$ cat config.mk
export PLATFORM = sky130hd
export DESIGN_NAME = ssd_err_monitor
export DESIGN_NICKNAME = d
export VERILOG_FILES = /design/src/rtl/ssd_pkg.sv /design/src/rtl/ssd_descrambler.sv /design/src/rtl/ssd_err_tally.sv /design/src/rtl/ssd_err_monitor.sv
export SDC_FILE = /design/constraint.sdc
export NUM_CORES = 1
export LEC_CHECK = 0
export ABC_AREA = 1
export BUFFER_PORTS_ARGS = -buffer_cell sky130_fd_sc_hd__buf_2
export CORE_MARGIN = 4
export CORE_UTILIZATION = 59
export DETAILED_ROUTE_END_ITERATION = 6
export PLACE_DENSITY_LB_ADDON = 0.12
export SLEW_MARGIN = 5
export SYNTH_ARGS = -nofsm -noshare
export SYNTH_HDL_FRONTEND = slang
export SYNTH_HIERARCHICAL = 1
export SYNTH_SLANG_ARGS = --single-unit
$ cat constraint.sdc
create_clock -name clk -period 2.2 [get_ports clk]
set_clock_uncertainty 0.1 [all_clocks]
set_input_delay 0.44 -clock clk [delete_from_list [all_inputs] [get_ports clk]]
set_output_delay 0.44 -clock clk [all_outputs]
set_load 0.02 [all_outputs]
$ cat src/rtl/ssd_pkg.sv
package ssd_pkg;

    // Number of nonzero polynomial terms: set tap bits plus the x^0 term.
    function automatic int unsigned term_count(input logic [31:0] taps);
        int unsigned n;
        n = 1;
        for (int i = 0; i < 32; i++) begin
            if (taps[i]) n++;
        end
        return n;
    endfunction

endpackage

$ cat src/rtl/ssd_descrambler.sv
// Receive register that always loads the line bit; the fill counter masks
// error reports until every stage holds a received bit.
module ssd_descrambler #(
    parameter int unsigned       ORDER = 11,
    parameter logic [ORDER-1:0]  TAPS  = 11'h500
) (
    input  logic clk,
    input  logic rst_n,
    input  logic en,
    input  logic line_bit,
    output logic err_now,
    output logic descr_bit,
    output logic err_strobe
);

    localparam int unsigned FILL_W = $clog2(ORDER + 1);

    typedef struct packed {
        logic [ORDER-1:0]  hist;
        logic [FILL_W-1:0] fill;
        logic              descr;
        logic              strobe;
    } dsc_state_t;

    dsc_state_t s_d, s_q;
    logic       filled;
    logic       mix;

    always_comb begin
        mix     = line_bit ^ (^(s_q.hist & TAPS));
        filled  = (s_q.fill == FILL_W'(ORDER));
        err_now = en & filled & mix;

        s_d        = s_q;
        s_d.strobe = 1'b0;
        if (en) begin
            s_d.hist   = {s_q.hist[ORDER-2:0], line_bit};
            s_d.descr  = mix;
            s_d.strobe = err_now;
            if (!filled) s_d.fill = s_q.fill + 1'b1;
        end
    end

    always_ff @(posedge clk or negedge rst_n) begin
        if (!rst_n) s_q <= '0;
        else        s_q <= s_d;
    end

    assign descr_bit  = s_q.descr;
    assign err_strobe = s_q.strobe;

endmodule

$ cat src/rtl/ssd_err_tally.sv
// Saturating raw event counter plus a residue counter that divides by the
// polynomial weight without a divider.
module ssd_err_tally #(
    parameter int unsigned CNT_W  = 32,
    parameter int unsigned WEIGHT = 3
) (
    input  logic             clk,
    input  logic             rst_n,
    input  logic             hit,
    output logic [CNT_W-1:0] raw_count,
    output logic [CNT_W-1:0] est_count
);

    localparam int unsigned      RES_W   = (WEIGHT > 1) ? $clog2(WEIGHT) : 1;
    localparam logic [CNT_W-1:0] RAW_MAX = {CNT_W{1'b1}};
    localparam logic [RES_W-1:0] RES_TOP = RES_W'(WEIGHT - 1);

    typedef struct packed {
        logic [CNT_W-1:0] raw;
        logic [CNT_W-1:0] est;
        logic [RES_W-1:0] res;
    } tally_state_t;

    tally_state_t s_d, s_q;

    always_comb begin
        s_d = s_q;
        if (hit && (s_q.raw != RAW_MAX)) begin
            s_d.raw = s_q.raw + 1'b1;
            if (s_q.res == RES_TOP) begin
                s_d.res = '0;
                s_d.est = s_q.est + 1'b1;
            end else begin
                s_d.res = s_q.res + 1'b1;
            end
        end
    end

    always_ff @(posedge clk or negedge rst_n) begin
        if (!rst_n) s_q <= '0;
        else        s_q <= s_d;
    end

    assign raw_count = s_q.raw;
    assign est_count = s_q.est;

endmodule

$ cat src/rtl/ssd_err_monitor.sv
module ssd_err_monitor #(
    parameter int unsigned       ORDER = 11,
    parameter logic [ORDER-1:0]  TAPS  = 11'h500,
    parameter int unsigned       CNT_W = 32
) (
    input  logic             clk,
    input  logic             rst_n,
    input  logic             en,
    input  logic             line_bit,
    output logic             descr_bit,
    output logic             err_strobe,
    output logic [CNT_W-1:0] raw_count,
    output logic [CNT_W-1:0] est_count
);

    localparam int unsigned WEIGHT = ssd_pkg::term_count(32'(TAPS));

    logic err_now;

    ssd_descrambler #(
        .ORDER (ORDER),
        .TAPS  (TAPS)
    ) dsc_i (
        .clk        (clk),
        .rst_n      (rst_n),
        .en         (en),
        .line_bit   (line_bit),
        .err_now    (err_now),
        .descr_bit  (descr_bit),
        .err_strobe (err_strobe)
    );

    ssd_err_tally #(
        .CNT_W  (CNT_W),
        .WEIGHT (WEIGHT)
    ) tally_i (
        .clk       (clk),
        .rst_n     (rst_n),
        .hit       (err_now),
        .raw_count (raw_count),
        .est_count (est_count)
    );

endmodule

==> impl_metrics.ini <==
[pwr]
power_density_nw_per_um2 = 594
p_int_w = 0.00238
swShare_pct = 31.8
vdd_drop_max_v = 0.000573
comb_power_share_pct = 16.0
p_seq_share_pct = 51.4
p_clk_share_pct = 32.6
leakagePower_nw = 2.95
p_switching_w = 0.00111

[die]
fp.dieArea_um2 = 11300
die_w_um = 106
chipHeight_um = 106
start_util_pct = 61.3
pin_count = 70
core_region_area_um2 = 9330
rows = 35

[cells_and_area]
n_antenna_cell = 0
fin_nets = 843
final_layout_size_suffix_gt1_share_pct = 16.3
n_fill_cell = 868
layout_commonest_cell = nand2_1
syn_to_final_growth_pct = 2.84
final_cell_mix = nand2_1 (369), nor2_1 (96), dfrtp_1 (83)

[worst_setup_path]
crit_path_top_delay_cell = dfrtp_1
cp_data_arrival_time_ns = 2.23
worstSetupEndpointType = register
crit_start = tally_i/raw_count[0]$_DFFE_PN0P_
critPathRequiredTime_ns = 2.39
reg2reg_from = tally_i/raw_count[0]$_DFFE_PN0P_
r2r-end = tally_i/raw_count[2]$_DFFE_PN0P_
reg2reg_slack_ns = 0.16
worstPathMaxFanout = 16
crit_family = simple AND/OR/NAND/NOR gates
endpoint = tally_i/raw_count[2]$_DFFE_PN0P_
path_class = reg2reg
path_buf_inv = 1
worst-path-stages = 10
r2r_cells = 10
critPathLaunchType = register
crit_chain = ha_1 -> nand2_1 -> nor2_2 -> nand2_2 -> nor2_4 -> nand2_4 -> nand2_4 -> buf_4 -> nand2_1 -> o21ai_1
worst_path_largest_cell_delay_ns = 0.41

[timing]
fin_setup_tns_ns = 0
rsz0062_at_grt = no
finalHoldViolations = 0
fmax_mhz = 490
tightest_slew_ns = 0.418
post-route-min-period_ns = 2.04
max_slew_margin_pct = 72.1
period_share_pct = 92.8
setup_violations = 0
slew_violations = 0
layout_setup_ws_ns = 0.159

[global_routing]
grt_pass1_wl_mm = 21.7
grt_max_degree = 33
track_usage_pct = 23.9
grt_pass1_vias = 4484
overflow = 0
antenna_found_initial = 0

[placement]
place_ws_ns = 0.0629
dp_hpwl_mm = 9.90
port_buffers = 69
place.gp.congestion = 0.989

[synth]
synthCells = 826
synth-seq-cells = 83
ys_types = 30
syn_area_um2 = 5720
yosysWarningCount = 6
synth_area_per_cell_um2 = 6.93
ys_seq_area_share_pct = 36.3
syn-num-nets = 833

[routing]
drtAntennaViolNets = 0
vias_per_cell = 5.08
routedWlPerCell_um = 13.6
vias = 4930
firstDrtPassIters = 5
wl_mm = 13.1
drtIter0Drc = 244
drc = 0

[clock_network]
path_clk_slew_ns = 0.09
htree_levels = 3
cts_buffers = 9
clk_latency_ns = 0.37
clock_path_buffers = 2
cts.sinks = 83
root_buffer = clkbuf_8
cts_tree = yes

[hold_path]
hold_depth = 3
hold_path.class = in2reg

[status]
status = finished clean

[run]
max-cap-violations = 0
-- cells in the mapped netlist (all sizes together) --
library cell | number | area [um^2]
a21oi | 2 | 10.0
buf | 79 | 652
clkbuf | 2 | 7.51
dfrtp | 83 | 2080
ha | 3 | 37.5
inv | 51 | 196
nand2 | 386 | 1510
nand3 | 23 | 138
nand3b | 22 | 165
nand4 | 16 | 100
nor2 | 103 | 419
nor3 | 2 | 10.0
o21ai | 27 | 158
xnor2 | 11 | 96.3
xor2 | 16 | 148
-- tightest hold or removal path, stage by stage --
cell and delay, ns:
buf_2 0.14, nand2_1 0.07, o21ai_0 0.08
-- sequential cells by signal, indices dropped and copies added, names as in the netlist --
signal,count
dsc_i/descr_bit,1
tally_i/raw_count,32
tally_i/s_q,2
dsc_i/s_q,15
tally_i/est_count,32
dsc_i/err_strobe,1
-- kinds of logic (layout without fill, tap and decap cells) --
kind of cell / after synthesis / in the layout / share of synthesized area (%)
AO/OA/AOI/OAI: 29 / 29 / 2.93
XOR/XNOR: 27 / 27 / 4.27
adder cells (fa/ha/maj): 3 / 3 / 0.656
buffers and inverters: 132 / 146 / 15.0
flip-flops: 83 / 83 / 36.3
AND/OR/NAND/NOR: 552 / 553 / 40.9
-- stage by stage --
step	total power [W]	util [%]	std cells	hold slack [ns]	area, um^2
floorplan	0.00226	-	826	0.0444	5720
global placement	0.00234	60.6	952	0.299	5650
detailed placement	0.00238	60.6	952	0.304	5650
CTS	0.00351	62.9	969	0.285	5860
global route	0.00368	63.1	970	0.339	5880
finish	0.00349	63.1	970	0.311	5880
-- final cells by class --
cell class	instances	area, um^2	share of cell area, %
clock buffers	9	124	2.11
repair buffers	79	438	7.44
multi-input cells	612	2810	47.8
inverters	51	196	3.34
flip-flops and latches	83	2080	35.3
clock inverters	7	76.3	1.30
well taps	129	161	2.74
-- routing by layer --
layer / vias to the layer above / wire length, um / part of all wire (%) / GRT usage [%]
met4: 0 / 122 / 0.93 / 4.75
li1: 2512 / - / - / -
met1: 2235 / 6080 / 46 / 34.2
met2: 173 / 5850 / 44 / 36.9
met3: 10 / 1100 / 8.4 / 5.95
met5: - / 0 / 0 / 0
-- worst min path at each step --
stage,startpoint,to,slack [ns]
floorplan,rst_n,dsc_i/descr_bit$_DFFE_PN0P_,0.04
global placement,rst_n,tally_i/raw_count[14]$_DFFE_PN0P_,0.30
detailed placement,rst_n,tally_i/raw_count[14]$_DFFE_PN0P_,0.30
CTS,en,dsc_i/err_strobe$_DFF_PN0_,0.28
global route,line_bit,dsc_i/s_q[6]$_DFFE_PN0P_,0.34
finish,line_bit,dsc_i/s_q[6]$_DFFE_PN0P_,0.31
-- power groups by stage --
stage,registers [W],clock network [W],logic (W)
2_1_floorplan,0.00179,0,0.000466
3_3_place_gp,0.00181,0,0.000528
3_5_place_dp,0.00182,0,0.000557
4_1_cts,0.00180,0.00116,0.000560
5_1_grt,0.00182,0.00122,0.000637
6_report,0.00179,0.00114,0.000559
-- what timing repair did --
| action | in CTS | in global routing |
|---|---|---|
| buffers inserted | 0 | 0 |
| resized for setup | 0 | 2 |
| hold buffers | 1 | 0 |
| hold endpoints to repair | 26 | 0 |
| setup endpoints to repair | 0 | 24 |
Power figures use the tool's default switching activity.
